`config.mk`:
```
export PLATFORM = sky130hd
export DESIGN_NAME = imm_ldst_engine
export DESIGN_NICKNAME = d
export VERILOG_FILES = /design/src/rtl/imm_ldst_pkg.sv /design/src/rtl/imm_size_decode.sv /design/src/rtl/imm_word_merge.sv /design/src/rtl/imm_ldst_engine.sv
export SDC_FILE = /design/constraint.sdc
export NUM_CORES = 1
export LEC_CHECK = 0
export ABC_AREA = 0
export BUFFER_PORTS_ARGS = -buffer_cell sky130_fd_sc_hd__buf_2
export CAP_MARGIN = 20
export CORE_UTILIZATION = 30
export CTS_CLUSTER_DIAMETER = 30
export DETAILED_ROUTE_END_ITERATION = 6
export GPL_ROUTABILITY_DRIVEN = 0
export PLACE_DENSITY = 0.69
export SLEW_MARGIN = 15
export SYNTH_ARGS = -nofsm -noshare
export SYNTH_HDL_FRONTEND = slang
export SYNTH_SLANG_ARGS = --single-unit
```
`constraint.sdc`:
```
create_clock -name clk -period 1.8 [get_ports clk]
set_input_delay 0.18 -clock clk [delete_from_list [all_inputs] [get_ports clk]]
set_output_delay 0.18 -clock clk [all_outputs]
set_load 0.1 [all_outputs]
```
`src/rtl/imm_ldst_pkg.sv`:
```
package imm_ldst_pkg;
    typedef enum logic [1:0] {
        ST_IDLE   = 2'd0,
        ST_ACCESS = 2'd1,
        ST_FINISH = 2'd2,
        ST_ABORT  = 2'd3
    } ldst_state_e;

    localparam logic [2:0] KEY_RESERVED = 3'd4;
    localparam logic [2:0] KEY_REGSPACE = 3'd5;
    localparam logic [2:0] KEY_SYSMEM   = 3'd6;
    localparam int         WORD_W       = 32;
endpackage

```
`src/rtl/imm_size_decode.sv`:
```
module imm_size_decode #(
    parameter int ADDR_W = 32
) (
    input  logic [2:0]        cnt_bits,
    input  logic [ADDR_W-1:0] raw_addr,
    output logic [2:0]        byte_cnt,
    output logic [ADDR_W-1:0] aligned_addr
);
    // Priority: 4 bytes over 2 bytes over 1 byte; mask the address to match.
    always_comb begin
        aligned_addr = raw_addr;
        if (cnt_bits[2]) begin
            byte_cnt          = 3'd4;
            aligned_addr[1:0] = 2'b00;
        end else if (cnt_bits[1]) begin
            byte_cnt        = 3'd2;
            aligned_addr[0] = 1'b0;
        end else begin
            byte_cnt = 3'd1;
        end
    end
endmodule

```
`src/rtl/imm_word_merge.sv`:
```
module imm_word_merge
    import imm_ldst_pkg::*;
(
    input  logic [2:0]        byte_cnt,
    input  logic [WORD_W-1:0] dep_word,
    input  logic [WORD_W-1:0] rd_data,
    output logic [WORD_W-1:0] load_word,
    output logic [WORD_W-1:0] store_data
);
    // Narrow loads land in the top bytes; narrow stores send the top bytes.
    always_comb begin
        unique case (byte_cnt)
            3'd4: begin
                load_word  = rd_data;
                store_data = dep_word;
            end
            3'd2: begin
                load_word  = {rd_data[15:0], dep_word[15:0]};
                store_data = {16'h0000, dep_word[31:16]};
            end
            default: begin
                load_word  = {rd_data[7:0], dep_word[23:0]};
                store_data = {24'h000000, dep_word[31:24]};
            end
        endcase
    end
endmodule

```
`src/rtl/imm_ldst_engine.sv`:
```
module imm_ldst_engine
    import imm_ldst_pkg::*;
#(
    parameter int ADDR_W = 32
) (
    input  logic              clk,
    input  logic              rst_n,
    input  logic              start,
    input  logic              store,
    input  logic [2:0]        key,
    input  logic [2:0]        req_cnt,
    input  logic [ADDR_W-1:0] addr,
    input  logic [31:0]       dep_in,
    output logic              busy,
    output logic              done,
    output logic              kill,
    output logic [31:0]       dep_out,
    output logic              mem_req,
    output logic              mem_we,
    output logic [ADDR_W-1:0] mem_addr,
    output logic [2:0]        mem_size,
    output logic [31:0]       mem_wdata,
    input  logic [31:0]       mem_rdata,
    input  logic              mem_ack
);
    ldst_state_e state_q, state_d;

    logic [2:0]        dec_cnt;
    logic [ADDR_W-1:0] dec_addr;
    logic [31:0]       merged_load, shifted_store;
    logic [31:0]       dep_q;
    logic [2:0]        size_q;
    logic [ADDR_W-1:0] addr_q;
    logic              we_q;
    logic              key_ok;

    imm_size_decode #(.ADDR_W(ADDR_W)) u_size (
        .cnt_bits     (req_cnt),
        .raw_addr     (addr),
        .byte_cnt     (dec_cnt),
        .aligned_addr (dec_addr)
    );

    imm_word_merge u_merge (
        .byte_cnt   (size_q),
        .dep_word   (dep_q),
        .rd_data    (mem_rdata),
        .load_word  (merged_load),
        .store_data (shifted_store)
    );

    // Low stream keys fold onto system memory; reserved, register and device keys are refused.
    assign key_ok = (key < KEY_RESERVED) || (key == KEY_SYSMEM);

    always_comb begin
        state_d = state_q;
        unique case (state_q)
            ST_IDLE:   if (start) state_d = key_ok ? ST_ACCESS : ST_ABORT;
            ST_ACCESS: if (mem_ack) state_d = ST_FINISH;
            ST_FINISH: state_d = ST_IDLE;
            ST_ABORT:  state_d = ST_IDLE;
        endcase
    end

    always_ff @(posedge clk) begin
        if (!rst_n) begin
            state_q <= ST_IDLE;
            dep_q   <= '0;
            size_q  <= 3'd1;
            addr_q  <= '0;
            we_q    <= 1'b0;
        end else begin
            state_q <= state_d;
            if (state_q == ST_IDLE && start) begin
                dep_q  <= dep_in;
                size_q <= dec_cnt;
                addr_q <= dec_addr;
                we_q   <= store;
            end else if (state_q == ST_ACCESS && mem_ack && !we_q) begin
                dep_q <= merged_load;
            end
        end
    end

    always_comb begin
        busy      = (state_q != ST_IDLE);
        done      = (state_q == ST_FINISH);
        kill      = (state_q == ST_ABORT);
        mem_req   = (state_q == ST_ACCESS);
        mem_we    = mem_req && we_q;
        mem_addr  = addr_q;
        mem_size  = size_q;
        mem_wdata = we_q ? shifted_store : 32'h0;
        dep_out   = dep_q;
    end


    req_hold_chk: assert property (@(posedge clk) disable iff (!rst_n)
        mem_req && !mem_ack |=> mem_req && $stable(mem_addr) && $stable(mem_size)
                                && $stable(mem_we) && $stable(mem_wdata));

    align_chk: assert property (@(posedge clk) disable iff (!rst_n)
        mem_req |-> (mem_size != 3'd4 || mem_addr[1:0] == 2'b00)
                 && (mem_size != 3'd2 || mem_addr[0] == 1'b0));

    size_legal_chk: assert property (@(posedge clk) disable iff (!rst_n)
        mem_req |-> $countones(mem_size) == 1 && mem_size != 3'd0);

    excl_chk: assert property (@(posedge clk) disable iff (!rst_n)
        $onehot0({done, kill, mem_req}));

    done_after_ack_chk: assert property (@(posedge clk) disable iff (!rst_n)
        mem_req && mem_ack |=> done ##1 !done);

    kill_pulse_chk: assert property (@(posedge clk) disable iff (!rst_n)
        kill |=> !kill && !mem_req);
endmodule

```
Word level (Yosys, flattened, before mapping)
Index checks and enable logic that the tools add are counted.
{"block": "totals", "register_bits": 70, "latchBits": 0, "ram_bits": 0, "mem_bits_ro": 0, "input_bits": 107, "output_inout_bits": 104, "word_cells": 46, "memories": 0}
{"block": "classes", "n_addsub": 0, "n_mul": 0, "div": 0, "magnitude_cmp": 1, "n_eq_ne": 9, "n_shift": 0, "muxes": 14, "n_bitwise": 0, "n_reduce_logical": 15}
{"op": "case mux 32 bit (2 select lines)", "count": 2}
{"op": "two-way mux 32 bit", "count": 3}
{"op": "two-way mux 2 bit", "count": 4}
{"op": "equality test 3 bit, second input constant", "count": 2}
{"op": "case mux 2 bit (3 select lines)", "count": 1}
{"op": "nonzero test 2 bit", "count": 3}
{"op": "equality test 2 bit, second input constant", "count": 2}
{"op": "logical AND 1 bit", "count": 4}
{"op": "!= test 2 bit, second input constant", "count": 2}
{"op": "AND reduction 2 bit", "count": 2}
{"op": "equality test 3 x 2 -> 1 bit, second input constant", "count": 1}
{"op": "less-than comparator 3 bit, second input constant", "count": 1}
{"op": "two-way mux 1 bit", "count": 3}
{"op": "two-way mux 3 bit", "count": 1}
{"op": "AND reduction 3 bit", "count": 1}
{"op": "nonzero test 3 bit", "count": 1}
{"op": "equality test 2 x 1 -> 1 bit, second input constant", "count": 1}
{"op": "logical NOT 2 bit", "count": 1}
{"op": "!= test 2 x 1 -> 1 bit, second input constant", "count": 1}
{"op": "OR reduction 2 bit", "count": 1}
{"op": "logical NOT 1 bit", "count": 1}
{"op": "logical OR 1 bit", "count": 1}

Depth between registers and ports, before layout
Gate-level depths: netlist of the first run.
{"block": "logic_depth", "depth_word": 5, "ltp_mapped": 7, "mapped_depth_nobuf": 4}

Cells and area by module
A second synthesis of the first run with hierarchy kept.
{"block": "hier_totals", "hier_cells": 661, "area_unflattened_um2": 5087.4}
{"module": "imm_ldst_engine", "n_inst": 1, "cells_each": 426, "area_per_inst_um2": 3437.0, "seq_area_each_um2": 1401.3}
{"module": "imm_word_merge", "n_inst": 1, "cells_each": 200, "area_per_inst_um2": 1388.8, "seq_area_each_um2": 0.0}
{"module": "imm_size_decode", "n_inst": 1, "cells_each": 35, "area_per_inst_um2": 261.5, "seq_area_each_um2": 0.0}

Worst setup path after synthesis of the first run
OpenSTA, ideal clock, no wires.
{"block": "synth_timing", "kind": "reg-to-output", "startpoint": "register size_q[1], in the netlist mem_size[1]", "endpoint": "output mem_wdata[0]", "arrival_time_ns": 3.330, "required_ns": 1.620, "slack_ns": -1.710, "path_stages_with_launch": 7, "n_path_buf": 2, "path_cell_list": "dfxtp_1 nand2b_1 buf_2 a21oi_4 buf_4 o21ai_0 a21oi_1"}
{"block": "synth_via", "elab_chain_len": 3, "word_cells_on_any_way": 4, "cone_classes": "eq/ne (2); mux (2)"}
{"item": "start, declared", "line_no": "imm_ldst_engine.sv:32", "source": "logic [2:0] size_q;"}
{"item": "start signal, assigned", "line_no": "imm_ldst_engine.sv:76", "source": "size_q <= dec_cnt;"}
{"item": "equality test 3 x 2 -> 1 bit or equality test 3 bit (tied branches)", "line_no": "imm_word_merge.sv:12", "source": "unique case (byte_cnt)"}
{"item": "case mux 32 bit (2 select lines) (*)", "line_no": "imm_word_merge.sv:12"}
{"item": "two-way mux 32 bit (*)", "line_no": "imm_ldst_engine.sv:93", "source": "mem_wdata = we_q ? shifted_store : 32'h0;"}
{"item": "end, declared", "line_no": "imm_ldst_engine.sv:22", "source": "output logic [31:0] mem_wdata,"}
Mark *: on every way between the ends. The rest lies on a longest branch, timed or not.

Final worst setup path of the first run
{"block": "layout_timing", "startpoint": "register size_q[0], in the netlist mem_size[0]", "endpoint": "output mem_wdata[30]"}
The elaborated chain is that of the path after synthesis.

==> impl_metrics.toml, run 1 <==
[clocking]
cts_buffer_depth = 2
clkLatencyLatePin_ps = 330
tritoncts = "built"
cts_num_sinks = 70
clkTransAtPathRegs_ps = 60
cts_buffers = 9
cts-root-buf = "clkbuf_16"
cts.htree.levels = 3

[power]
cellPowerDensity_mw_per_mm2 = 911
p_sw_mw = 2.26
total_leakage_power_nw = 2.63
fin_total_pwr_mw = 5.53
pwr-share-clk_pct = 32.6
ir_drop_mv = 0.491
p_comb_share_pct = 34.7
seqPwrFrac_pct = 32.7
switching_share_pct = 40.8
internal_power_mw = 3.27

[critical_path]
cpPeakStageDelay_ps = 370
path_max_fanout = 7
crit_arrival_ps = 1670
start_kind = "flop"
crit_family = "buffers and inverters"
slowest_stage = "dfxtp_4"
critPathCaptureType = "output port"
r2r_start = "mem_size[2]"
crit_start = "mem_size[0]"
path_cells = "nor3b_4, buf_6, clkbuf_16, and3_4, buf_12"
critPathBufInv = 3
required_ps = 1620
worstSetupPathType = "reg -> out"

[synthesis]
synth_warnings = 0
syn_avg_cell_area_um2 = 8.31
async_reset_ff_share_pct = 0
yosysTopAreaCell = "dfxtp_1"
seq_area_frac_synth_pct = 39.9
synth_mux_area_share_pct = 2.28
synthXorXnorAreaFrac_pct = 0
ys_ff_latch = 70
yosys.area_share.simple_pct = 17.9
dominantRegCellSynth = "dfxtp_1"
synth-edff-count = 0
ys_types = 37
synth_compound_area_share_pct = 32.9
syn-cell-area_mm2 = 0.00351
syn-num-nets = 530
ys_top_cells_by_area = "dfxtp_1 (40%), nand2_1 (9.1%), a21boi_0 (5.8%)"
yosys.area.top_type_share_pct = 39.9
synth_top_family_by_area = "compound AO/OA/AOI/OAI gates"
syn_inst = 423
synthAdderAreaFrac_pct = 0

[sta]
finClkSkew_ps = 8.52
fin_crit_ps = 1850
hold_viol = 0
rsz0062_at_grt = "true"
fin_ws_ps = -50.3
fmax_mhz = 540
worst_slew_pin_slew_ps = 503
fin_crit_sh_pct = 103
setup_viol = 19
max_slew_margin_pct = 66.7
drv_slew = 0
fin_hold_ws_ps = 88.2
finalSetupTns_ps = -578

[detailed_routing]
avgViaCountPerCell = 5.35
wl_per_cell_um = 18.1
final_antenna_net_count = 0
drc = 0
firstDrtPassIters = 6
vias = 4228
finalWirelength_um = 14300
drt_iter0_drc = 299

[min_path]
hp-class = "in -> reg"
min-delay-start = "addr[17]"

[placement]
place_ws_ps = 197
hpwl_um = 9980
port_buffers = 209

[global_routing]
grt_overflow_total = 0
grt_pass1_vias = 3986
use_met2_pct = 39.0
grtUsageMet1_pct = 27.1
top_usage_layer = "met2"
grt_usage_pct = 23.2
antenna_found_initial = 1
grt_pass1_wl_um = 21000
grt_max_degree = 56
grtUsageMet3_pct = 6.58

[die]
dieHeight_um = 110
coreArea_mm2 = 0.0114
dieArea_mm2 = 0.0121
start_util_pct = 30.8
rows = 39
die_x_um = 110
io_pins = 211

[run_status]
status = "complete, but fails checks"
violations = "setup timing"

[layout]
fin_nets = 749
n_fill_cell = 1041
final_layout_size_suffix_gt1_share_pct = 51.0
synthToLayoutAreaGrowth_pct = 72.8
final_common_cell = "buf_2"
mostFrequentLayoutCells = "buf_2 (176), nand2_1 (85), dfxtp_1 (67), buf_12 (38), a21boi_0 (27)"
post-route-util_pct = 53.2

[job]
drv_cap = 0
[registers in the layout, indices dropped and copies added, names as in the netlist]
signal / flops
dep_out: 32
mem_size: 3
we_q: 1
state_q: 2
mem_addr: 32
[kinds of logic after synthesis]
family | count (synthesis)
muxes | 8
AOI/OAI and AO/OA | 170
and+or+nand+nor | 132
DFF | 70
buffers and inverters | 43
[synth_stat cells, types with 2 or more instances]
| cell type | instances |
|---|---|
| buf_6 | 5 |
| or3b_1 | 2 |
| and2_1 | 2 |
| a21boi_0 | 27 |
| mux2i_1 | 8 |
| nand2b_1 | 3 |
| nor2b_1 | 4 |
| clkinv_1 | 2 |
| clkbuf_1 | 15 |
| nand2_1 | 85 |
| o32a_1 | 8 |
| and3_1 | 16 |
| a31oi_1 | 8 |
| a221o_1 | 8 |
| o211ai_1 | 17 |
| a21boi_1 | 8 |
| a22oi_1 | 8 |
| o22ai_1 | 24 |
| nand3b_1 | 3 |
| buf_2 | 12 |
| a21oi_1 | 25 |
| buf_4 | 9 |
| nor2_1 | 9 |
| o21ai_0 | 32 |
| dfxtp_1 | 70 |
| nor3b_2 | 2 |
[power groups by stage]
stage | Clock [mW] | Combinational (mW) | Sequential (mW)
2_1_floorplan | 0 | 0.582 | 2.66
3_3_place_gp | 0 | 1.82 | 1.83
4_1_cts | 1.85 | 1.89 | 1.80
5_1_grt | 1.94 | 2.00 | 1.82
3_5_place_dp | 0 | 1.85 | 1.84
6_report | 1.81 | 1.92 | 1.81
[metal layers]
layer | vias up | part of all wire, %
li1 | 1989 | -
met1 | 1997 | 40
met2 | 217 | 49
met3 | 25 | 9.2
met4 | 0 | 2.5
met5 | - | 0
[tightest hold or removal path, delay by kind of cell]
family                 cells  cell delay (ps)
AO/OA/AOI/OAI              1               50
buffers and inverters      1               90
AND/OR/NAND/NOR            1               50
[worst paths after layout]
| kind | end | slack [ps] | cells after the start |
|---|---|---|---|
| max | mem_wdata[30] | -50 | 5 |
| min | mem_addr[17] | 90 | 3 |
| max reg2reg | dep_out[20] | 40 | 8 |
| min reg2reg | mem_addr[18] | 450 | 2 |
[repair_timing]
item | 4_1_cts | 5_1_grt
resized for setup | 20 | 9
setup endpoints to repair | 31 | 32
hold buffers | 0 | 0
gates cloned | 1 | 2
pin swaps | 10 | 5
setup buffers | 9 | 9
[final cells by class]
cell class / instances / area [um2] / area share (%)
diodes: 1 / 2.50 / 0.0412
clock buffers: 12 / 256 / 4.22
clock inverters: 4 / 45.0 / 0.742
inverters: 2 / 8.76 / 0.144
multi-input cells: 310 / 2200 / 36.3
flip-flops and latches: 70 / 1410 / 23.3
well taps: 143 / 179 / 2.95
repair buffers: 249 / 1970 / 32.4
[through the flow]
stage	cells	instance area, um2
floorplan	423	3790
global placement	754	5450
detailed placement	754	5450
CTS	780	5920
global route	790	6070
finish	791	6070
No activity file was read; power rests on OpenSTA's default activity.
==> run 2: changes to the inputs <==
--- a/config.mk
+++ b/config.mk
@@ -9,4 +9,5 @@
 export BUFFER_PORTS_ARGS = -buffer_cell sky130_fd_sc_hd__buf_2
 export CAP_MARGIN = 20
+export CORE_ASPECT_RATIO = 0.8
 export CORE_UTILIZATION = 30
 export CTS_CLUSTER_DIAMETER = 30
==> constraint.sdc (replaced) <==
create_clock -name clk -period 1.8 [get_ports clk]
set_input_delay 0.18 -clock clk [delete_from_list [all_inputs] [get_ports clk]]
set_output_delay 0.18 -clock clk [all_outputs]
set_load 0.02 [all_outputs]
==> impl_metrics.toml, run 2 (synthesized netlist as in run 1, its figures left out) <==
[die]
dieHeight_um = 98.8
die_x_um = 123
coreArea_mm2 = 0.0111
start_util_pct = 31.5
io_pins = 211
rows = 34
dieArea_mm2 = 0.0122

[critical_path]
required_ps = 1620
critPathBufInv = 3
crit_arrival_ps = 1580
worstSetupPathType = "reg -> out"
start_kind = "flop"
timing.rr.end = "dep_out[12]"
critPathCaptureType = "output port"
path_max_fanout = 13
path_cells = "nor3b_4, buf_4, buf_12, and3_1, buf_2"
reg2regPathDepth = 4
cpPeakStageDelay_ps = 380
slowest_stage = "dfxtp_4"
crit_family = "buffers and inverters"
regToRegSetupSlack_ps = 120
r2r_start = "state_q[1]"

[clocking]
clkTransAtPathRegs_ps = 60
cts_buffers = 9
cts_hold_buf = 0
cts_num_sinks = 70
cts-root-buf = "clkbuf_16"
clkLatencyLatePin_ps = 330
cts.htree.levels = 3
tritoncts = "built"
cts_buffer_depth = 2

[sta]
setup_viol = 0
fin_hold_ws_ps = 91.1
fin_crit_ps = 1760
fin_crit_sh_pct = 97.5
worst_slew_pin_slew_ps = 500
max_slew_margin_pct = 66.6
drv_slew = 0
hold_viol = 0
rsz0062_at_grt = "true"
finClkSkew_ps = 4.13
finalSetupTns_ps = 0
fmax_mhz = 570

[power]
ir_drop_mv = 0.474
total_leakage_power_nw = 2.48
cellPowerDensity_mw_per_mm2 = 906

[layout]
final_layout_size_suffix_gt1_share_pct = 43.7
final_common_cell = "buf_2"
synthToLayoutAreaGrowth_pct = 48.5
mostFrequentLayoutCells = "buf_2 (205), nand2_1 (85), dfxtp_1 (67), o21ai_0 (27), a21boi_0 (27)"
diodes = 0
fin_nets = 738

[min_path]
hold_path_end = "mem_addr[18]"
holdPathStages = 3
min-delay-start = "addr[18]"
hp-class = "in -> reg"

[detailed_routing]
drc = 0
finalWirelength_um = 13700
wl_per_cell_um = 17.5
final_antenna_net_count = 0
firstDrtPassIters = 5
avgViaCountPerCell = 5.33
vias = 4158
drt_iter0_drc = 320

[placement]
port_buffers = 209
hpwl_um = 9840

[global_routing]
grt_usage_pct = 22.1
antenna_found_initial = 0
grt_pass1_vias = 3921
grt_overflow_total = 0
grt_pass1_wl_um = 20700
grt_max_degree = 43

[run_status]
status = "completed"

[job]
drv_cap = 0
## run 2: cell count changes in the layout (fill, tap and decap cells not counted), moves of 7 or more
cell and delta:
and3_1 +16, buf_2 +29, o21ai_2 -7, nor2_4 -8, buf_12 -33, a21oi_2 +8, nor2_1 +8, and3_4 -15
a21oi_4 -7
## run 2: worst max-delay path by stage
stage / start / to / cells after the start
after global routing: mem_size[2] / mem_wdata[9] / 6
after CTS: mem_size[2] / mem_wdata[0] / 5
after floorplan: mem_size[2] / mem_wdata[21] / 4
after detailed placement: mem_size[1] / mem_wdata[7] / 5
final: mem_size[1] / mem_wdata[29] / 5
after global placement: state_q[1] / dep_out[21] / 4
## run 2: power by group
| part | internal, mW | total, mW | switching, mW | leakage (nW) |
|---|---|---|---|---|
| Sequential | 1.68 | 1.80 | 0.121 | 0.578 |
| Combinational | 0.405 | 1.03 | 0.624 | 1.75 |
| Clock | 1.25 | 1.90 | 0.652 | 0.157 |
| Total | 3.33 | 4.73 | 1.40 | 2.48 |
## run 2: worst reg2reg max path: cells and delay by family (launching register included)
family          cells  cell delay [ps]
buf+inv             1              270
compound gates      2              330
flops               1              350
simple gates        1              610
## run 2: per-stage QoR
stage	power, mW	cell area, um2	setup slack (ps)	cells	util (%)
after floorplan	2.39	3540	38.3	423	-
after global placement	2.79	4750	178	758	42.6
after detailed placement	2.82	4750	138	758	42.6
after CTS	4.74	5100	-22.9	776	45.7
after global routing	4.95	5220	-18.1	780	46.8
final	4.73	5220	44.1	780	46.8
## run 2: final cells by class
class	instances	area, um2
Clock buffer	12	246
Tap cell	144	180
Clock inverter	4	70.1
Fill cell	1106	5930
Sequential cell	70	1410
Inverter	2	8.76
Timing Repair Buffer	237	1350
Multi-Input combinational cell	311	1950
## run 2: timing repair
item	4_1_cts	5_1_grt
buffers inserted	1	3
pin swaps	2	4
gates cloned	1	1
resized for setup	7	21
setup endpoints to repair	32	32
## run 2: routing by layer
| layer | routed length, um | global-route usage, % | vias to the layer above |
|---|---|---|---|
| li1 | - | - | 1961 |
| met4 | 204 | 7.60 | 0 |
| met5 | 0 | 0 | - |
| met2 | 6290 | 35.1 | 230 |
| met1 | 5840 | 28.7 | 1947 |
| met3 | 1320 | 6.25 | 20 |
